**src/rtl/lpwake_pkg.sv**
```systemverilog
package lpwake_pkg;

    typedef enum logic [1:0] {
        LP_RUN  = 2'd0,
        LP_IDLE = 2'd1,
        LP_HOLD = 2'd2
    } lp_state_e;

    typedef struct packed {
        lp_state_e st;
        logic      clk_stop;
        logic      wake;
        logic      take;
        logic      resume;
        logic      rst_pulse;
    } lp_regs_t;

endpackage

```
**src/rtl/lpwake_sync.sv**
```systemverilog
module lpwake_sync #(
    parameter int NPIN   = 4,
    parameter int STAGES = 2
) (
    input  logic            clk,
    input  logic            rst_n,
    input  logic [NPIN-1:0] pin_i,
    output logic [NPIN-1:0] fall_o
);

    localparam int CHAIN = STAGES + 1;

    for (genvar g = 0; g < NPIN; g++) begin : g_pin
        logic [CHAIN-1:0] chain_d, chain_q;

        always_comb begin
            chain_d = {chain_q[CHAIN-2:0], pin_i[g]};
        end

        always_ff @(posedge clk or negedge rst_n) begin
            if (!rst_n) chain_q <= '1;
            else        chain_q <= chain_d;
        end

        // previous synchronized level high, current synchronized level low
        assign fall_o[g] = chain_q[CHAIN-1] & ~chain_q[CHAIN-2];
    end

endmodule

```
**src/rtl/lpwake_wen_reg.sv**
```systemverilog
module lpwake_wen_reg #(
    parameter int NPIN  = 4,
    parameter int DW    = 8
) (
    input  logic            clk,
    input  logic            rst_n,
    input  logic            we,
    input  logic [DW-1:0]   wdata,
    output logic [DW-1:0]   rdata,
    output logic [NPIN-1:0] pin_en
);

    localparam int PAD = DW - NPIN;

    logic [NPIN-1:0] bits_d, bits_q;

    always_comb begin
        bits_d = bits_q;
        if (we) bits_d = wdata[NPIN-1:0];
    end

    always_ff @(posedge clk or negedge rst_n) begin
        if (!rst_n) bits_q <= '1;
        else        bits_q <= bits_d;
    end

    assign rdata  = {{PAD{1'b0}}, bits_q};
    assign pin_en = ~bits_q;

endmodule

```
**src/rtl/lpwake_ctrl.sv**
```systemverilog
module lpwake_ctrl
    import lpwake_pkg::*;
#(
    parameter int NPIN   = 4,
    parameter int DW     = 8,
    parameter int STAGES = 2
) (
    input  logic            clk,
    input  logic            rst_n,
    input  logic            reg_we,
    input  logic [DW-1:0]   reg_wdata,
    output logic [DW-1:0]   reg_rdata,
    input  logic [NPIN-1:0] pin_i,
    input  logic            gie,
    input  logic            enter_stb,
    input  logic            hold_sel,
    input  logic            wdt_req,
    input  logic            rtc_sec_req,
    input  logic            rtc_alm_req,
    input  logic            rtc_rst_en,
    output logic            clk_stop,
    output logic            hold_stop,
    output logic            wake_evt,
    output logic            take_irq,
    output logic            resume_next,
    output logic            rtc_reset
);

    logic [NPIN-1:0] pin_fall;
    logic [NPIN-1:0] pin_en;
    logic            rtc_evt, rst_req, wake_src;
    lp_regs_t        r_d, r_q;

    lpwake_sync #(.NPIN(NPIN), .STAGES(STAGES)) u_sync (
        .clk    (clk),
        .rst_n  (rst_n),
        .pin_i  (pin_i),
        .fall_o (pin_fall)
    );

    lpwake_wen_reg #(.NPIN(NPIN), .DW(DW)) u_wen (
        .clk    (clk),
        .rst_n  (rst_n),
        .we     (reg_we),
        .wdata  (reg_wdata),
        .rdata  (reg_rdata),
        .pin_en (pin_en)
    );

    assign rtc_evt  = rtc_sec_req | rtc_alm_req;
    assign rst_req  = rtc_evt & rtc_rst_en;
    assign wake_src = (|(pin_fall & pin_en)) | wdt_req | (rtc_evt & ~rtc_rst_en);

    always_comb begin
        r_d           = r_q;
        r_d.wake      = 1'b0;
        r_d.take      = 1'b0;
        r_d.resume    = 1'b0;
        r_d.rst_pulse = 1'b0;
        if (rst_req) begin
            // reset request overrides entry and wakeup
            r_d.rst_pulse = 1'b1;
            r_d.st        = LP_RUN;
            r_d.clk_stop  = 1'b0;
        end else if (r_q.st == LP_RUN) begin
            if (enter_stb) begin
                r_d.st       = hold_sel ? LP_HOLD : LP_IDLE;
                r_d.clk_stop = 1'b1;
            end
        end else if (wake_src) begin
            r_d.st       = LP_RUN;
            r_d.clk_stop = 1'b0;
            r_d.wake     = 1'b1;
            r_d.take     = gie;
            r_d.resume   = ~gie;
        end
    end

    always_ff @(posedge clk or negedge rst_n) begin
        if (!rst_n) r_q <= '{st: LP_RUN, default: 1'b0};
        else        r_q <= r_d;
    end

    assign clk_stop    = r_q.clk_stop;
    assign hold_stop   = (r_q.st == LP_HOLD);
    assign wake_evt    = r_q.wake;
    assign take_irq    = r_q.take;
    assign resume_next = r_q.resume;
    assign rtc_reset   = r_q.rst_pulse;

endmodule

```
**config.mk**
```make
export PLATFORM = sky130hd
export DESIGN_NAME = lpwake_ctrl
export DESIGN_NICKNAME = d
export VERILOG_FILES = /design/src/rtl/lpwake_pkg.sv /design/src/rtl/lpwake_sync.sv /design/src/rtl/lpwake_wen_reg.sv /design/src/rtl/lpwake_ctrl.sv
export SDC_FILE = /design/constraint.sdc
export NUM_CORES = 1
export LEC_CHECK = 0
export CAP_MARGIN = 0
export CELL_PAD_IN_SITES_DETAIL_PLACEMENT = 0
export CELL_PAD_IN_SITES_GLOBAL_PLACEMENT = 1
export CORE_UTILIZATION = 32
export CTS_CLUSTER_DIAMETER = 50
export DETAILED_ROUTE_END_ITERATION = 12
export PLACE_DENSITY_LB_ADDON = 0.1
export RECOVER_POWER = 50
export REMOVE_ABC_BUFFERS = 1
export SYNTH_ARGS = -nofsm -noshare
export SYNTH_HDL_FRONTEND = slang
export SYNTH_SLANG_ARGS = --single-unit
export TNS_END_PERCENT = 1
```
**constraint.sdc**
```tcl
create_clock -name clk -period 1.4 [get_ports clk]
set_input_delay 0.14 -clock clk [delete_from_list [all_inputs] [get_ports clk]]
set_output_delay 0.14 -clock clk [all_outputs]
set_load 0.05 [all_outputs]
```
Word-level counts from Yosys, hierarchy flattened
Cells that the tools add are included.

Input port bits: 22. Word-level logic and storage cells: 42. Output and inout port bits: 14. Flip-flop bits (word level): 23.

Muxes and demuxes: 8. Bitwise logic cells: 17. Equal/unequal tests: 2. Reduce and logical (&&, ||, !) cells: 4.

Operators with widths (number): 3-bit two-way mux (5); 1-bit AND (6); 6-bit two-way mux (1); 1-bit inverter (6); 4-bit AND (1); 4-bit inverter (1); 4-bit OR reduction (1); 3-bit != test, second input constant (1); 1-bit OR (3); 3-bit nonzero test (1); 2-bit equality test, second input constant (1); 2-bit logical NOT (1); 2-bit two-way mux (1); 2-bit AND reduction (1); 1-bit two-way mux (1).

Longest topological paths before layout
Gate-level depths: netlist of the first run.

Word-level depth: 9. Mapped depth: 4. Gate-level depth less buffers: 4.

By module
A second synthesis of the first run with hierarchy kept.

Cells, all modules: 57. Area, all modules: 890.9 um^2.

Modules (own cells, without submodules): lpwake_sync (times used 1, sequential area each 315.3 um^2, cells each 16, area an instance 370.4 um^2); lpwake_ctrl (times used 1, sequential area each 175.2 um^2, cells each 24, area an instance 321.6 um^2); lpwake_wen_reg (times used 1, sequential area each 105.1 um^2, cells each 17, area an instance 198.9 um^2).

Least setup slack after synthesis of the first run
Ideal clock, no wire load.

Path kind: register to register. Start: reg u_wen.bits_q[2]. End: reg r_q, in the netlist clk_stop. Required time: 1.334 ns. Path buffers: 0. Stages on the path, launching flop included: 5. Clock period less this slack: 1.494 ns. Slack: -0.094 ns. Arrival time: 1.428 ns. Library setup time: 0.066 ns. Cell sequence: dfstp_2 -> nor2_1 -> a22o_1 -> nor4_4 -> a31o_1.

Word-level cells in the longest chain between the ends: 7.

Ends and longest elaborated chain: from (decl) (line lpwake_wen_reg.sv:15) `logic [NPIN-1:0] bits_d, bits_q;`; from (signal assigned) (line lpwake_wen_reg.sv:24) `else bits_q <= bits_d;`; 4-bit inverter (line lpwake_wen_reg.sv:28) `assign pin_en = ~bits_q;`; 4-bit AND (line lpwake_ctrl.sv:52) `assign wake_src = (|(pin_fall & pin_en)) | wdt_req | (rtc_evt & ~rtc_rst_en);`; 4-bit OR reduction (line lpwake_ctrl.sv:52); 1-bit OR (2 in series) (line lpwake_ctrl.sv:52); 3-bit nonzero test (no line); 2-bit AND reduction (no line); to (signal assigned) (line lpwake_ctrl.sv:81) `else r_q <= r_d;`; to (decl) (line lpwake_ctrl.sv:32) `lp_regs_t r_d, r_q;`.

No other way between the ends. A chain may end at the register's enable or synchronous reset.

==> results of run 1 <==
-- area by class of cell --
cell class	instances	area [sq um]	share of cell area [%]
Timing Repair Buffer	33	367	28.6
Multi-Input combinational cell	29	246	19.3
Clock buffer	4	26.3	2.05
Inverter	2	7.51	0.587
Sequential cell	23	596	46.5
Tap cell	30	37.5	2.93
-- registers in the layout, summed over array words and instances (netlist names) --
name                  count
u_wen.bits_q              4
rtc_reset                 1
clk_stop                  1
r_q                       2
u_sync.g_pin.chain_q     12
take_irq                  1
resume_next               1
wake_evt                  1
-- metrics by stage --
step	hold slack (ns)	cells	total power [mW]	TNS (ns)
floorplan	-0.156	54	0.940	-0.496
CTS	0.186	121	1.44	0
global placement	0.346	117	1.13	-0.169
detailed placement	0.348	117	1.13	-0.231
finish	0.350	121	1.41	0
global route	0.336	121	1.50	-0.0655
-- logic make-up (layout without fill, tap and decap cells) --
logic type / after synthesis / count (layout) / synth area share (%)
compound gates: 7 / 7 / 7.23
buf+inv: 6 / 39 / 4.43
flops: 23 / 23 / 70.2
simple gates: 14 / 14 / 12.4
other cells: 1 / 4 / 0.442
mux: 4 / 4 / 5.31
-- Yosys cell counts, drive strengths merged --
cell type	number
a22o	1
a31o	3
buf	4
conb	1
dfrtp	7
dfstp	16
inv	2
mux2	4
nand2	1
nor2	5
nor2b	1
nor3	1
nor3b	1
nor4	3
nor4b	2
o21ai	2
o32ai	1
-- worst paths after layout --
kind,to,cells after the start
max in group asynchronous,u_sync.g_pin[0].chain_q[0]$_DFF_PN1_,2
min in group clk,u_sync.g_pin[0].chain_q[1]$_DFF_PN1_,0
max reg2reg,resume_next$_DFF_PN0_,5
min reg2reg,u_sync.g_pin[0].chain_q[1]$_DFF_PN1_,0
min,wake_evt$_DFF_PN0_,2
max,resume_next$_DFF_PN0_,5
-- timing repair --
item                                    CTS  global route
resized for setup                         1             3
cloned                                    0             0
endpoints found under the setup margin    5             6
pin swaps                                 2             0
hold buffers                              0             0
buffers inserted                          0             0
-- layer usage --
metal  vias up  wire, um
met2        22       596
met1       264       724
met3         2        92
met5         -         0
met4         0        12
li1        256         -
-- worst max-delay path: stages, from the launching register on --
cell and delay [ns]:
dfstp_2 0.53, nor3b_1 0.17, buf_4 0.15, nor4_4 0.04
buf_6 0.14, nor4_2 0.24
-- power groups by stage --
stage | combinational, mW | clock [mW] | sequential [mW]
floorplan | 0.0907 | 0 | 0.850
global placement | 0.358 | 0 | 0.772
detailed placement | 0.360 | 0 | 0.775
CTS | 0.363 | 0.308 | 0.764
global route | 0.385 | 0.342 | 0.772
finish | 0.362 | 0.289 | 0.764
==> reports/results.tsv, run 1 <==
metric	value	unit
Clock Skew	0.00410	ns
Final min period	1.36	ns
drt total wl	1420	um
maximum VDD drop	0.000627	V
clk_lat worst skew	0.29	ns
Max Clock Freq	0.737	GHz
Worst slew margin	63.9	%
met2 global-route usage	17.1	%
Fillers	233	
reg-to-reg startpoint	u_sync.g_pin[3].chain_q[2]$_DFF_PN1_	
CTS sink cnt	23	
Area Growth Syn to Fin	50.9	%
global-route wire length before repair	2360	um
GRT Util Overall	12.0	%
MaxCap Viol Count	0	
synth warn	0	
combinational power share	25.6	%
WP data required	1.61	ns
CTS root buf	clkbuf_4	
most frequent cells in the layout	dfstp_2 (16), clkdlybuf4s50_1 (12), buf_4 (8), dfrtp_1 (7), buf_12 (6)	
grt ovf	0	
crit-path max FO	6	
TritonCTS buffer count	3	
Synth area leader	dfstp_2	
pwr dens	1110	nW/um^2
First-pass DRT Iterations	2	
Core ar.	2500	sq um
most common cell after layout, fill and taps aside	dfstp_2	
Pleak	0.537	nW
crit end category	flip-flop	
antenna violations before repair	0	
fin crit share	96.9	%
GRT Max-Usage Layer	met2	
Slew @ Worst Pin	0.542	ns
Final WS setup	0.0438	ns
Final Cell Area	1280	sq um
Final Wtd Congestion	0.653	
hpwl dp	1050	um
syn avg cell area	15.4	sq um
Startpoint Class	flip-flop	
Die X-Extent	53.5	um
Crit. Startpoint	u_sync.g_pin[3].chain_q[2]$_DFF_PN1_	
post-layout net count	114	
outcome	completed	
CTS tree	done	
DRC viols	0	
vias in the first global route	527	
Placed Area	1230	sq um
num rows	18	
drt wl/cell	11.8	um
Seq cells post-synth	23	
via density per instance	4.50	
Hold Fails Final Rpt	0	
antenna diode count	0	
Top-Level Pins	36	
Final setup violation count	0	
DRT iter0 DRCs	4	
Synth top area share	49.6	%
Finished Core Util	51.2	%
clock-pin slew on the worst setup and hold paths	0.12	ns
Die Area	2860	sq um
Place WS	-0.0619	ns
PortBufs	27	
H-tree Lvls	1	
RSZ-0062 raised after global routing	yes	
die height	53.5	um
Synth cell types	19	
Max Root-Sink Buffers	2	
pin count of the biggest net entering global routing	24	
Hold WC Path Type	in -> async	
grt met3 use	3.45	%
Starting Density	33.9	%
Seq pwr share	54.0	%
met1 Use GR	16.6	%
sw power	402	uW
Clk pwr share	20.4	%
flop2flop setup slack	0.04	ns
P_int	1.01	mW
crit path kind	reg -> reg	
synthesized area	848	sq um
fin. max-slew vios	0	
Sw Ratio	28.4	%
top cells by area, synth	dfstp_2 (50%), dfrtp_1 (21%), mux2_2 (5.3%), buf_4 (3.5%), nor4b_2 (3.5%)	
register area share after synthesis	70.2	%
Critical Path AT	1.56	ns
share of cells above drive strength 1	49.5	%
Vias	544	
number of cells produced by synthesis	55	
Routed Antenna Nets	0	
No activity file was read; power rests on OpenSTA's default activity.
==> inputs of run 2 (changes only) <==
--- a/config.mk
+++ b/config.mk
@@ -10,6 +10,7 @@
 export CELL_PAD_IN_SITES_GLOBAL_PLACEMENT = 1
 export CORE_UTILIZATION = 32
 export CTS_CLUSTER_DIAMETER = 50
+export CTS_CLUSTER_SIZE = 8
 export DETAILED_ROUTE_END_ITERATION = 12
 export PLACE_DENSITY_LB_ADDON = 0.1
 export RECOVER_POWER = 50
==> results of run 2 <==
Same layout as run 1: the final DEF is identical, and so are final timing and power.
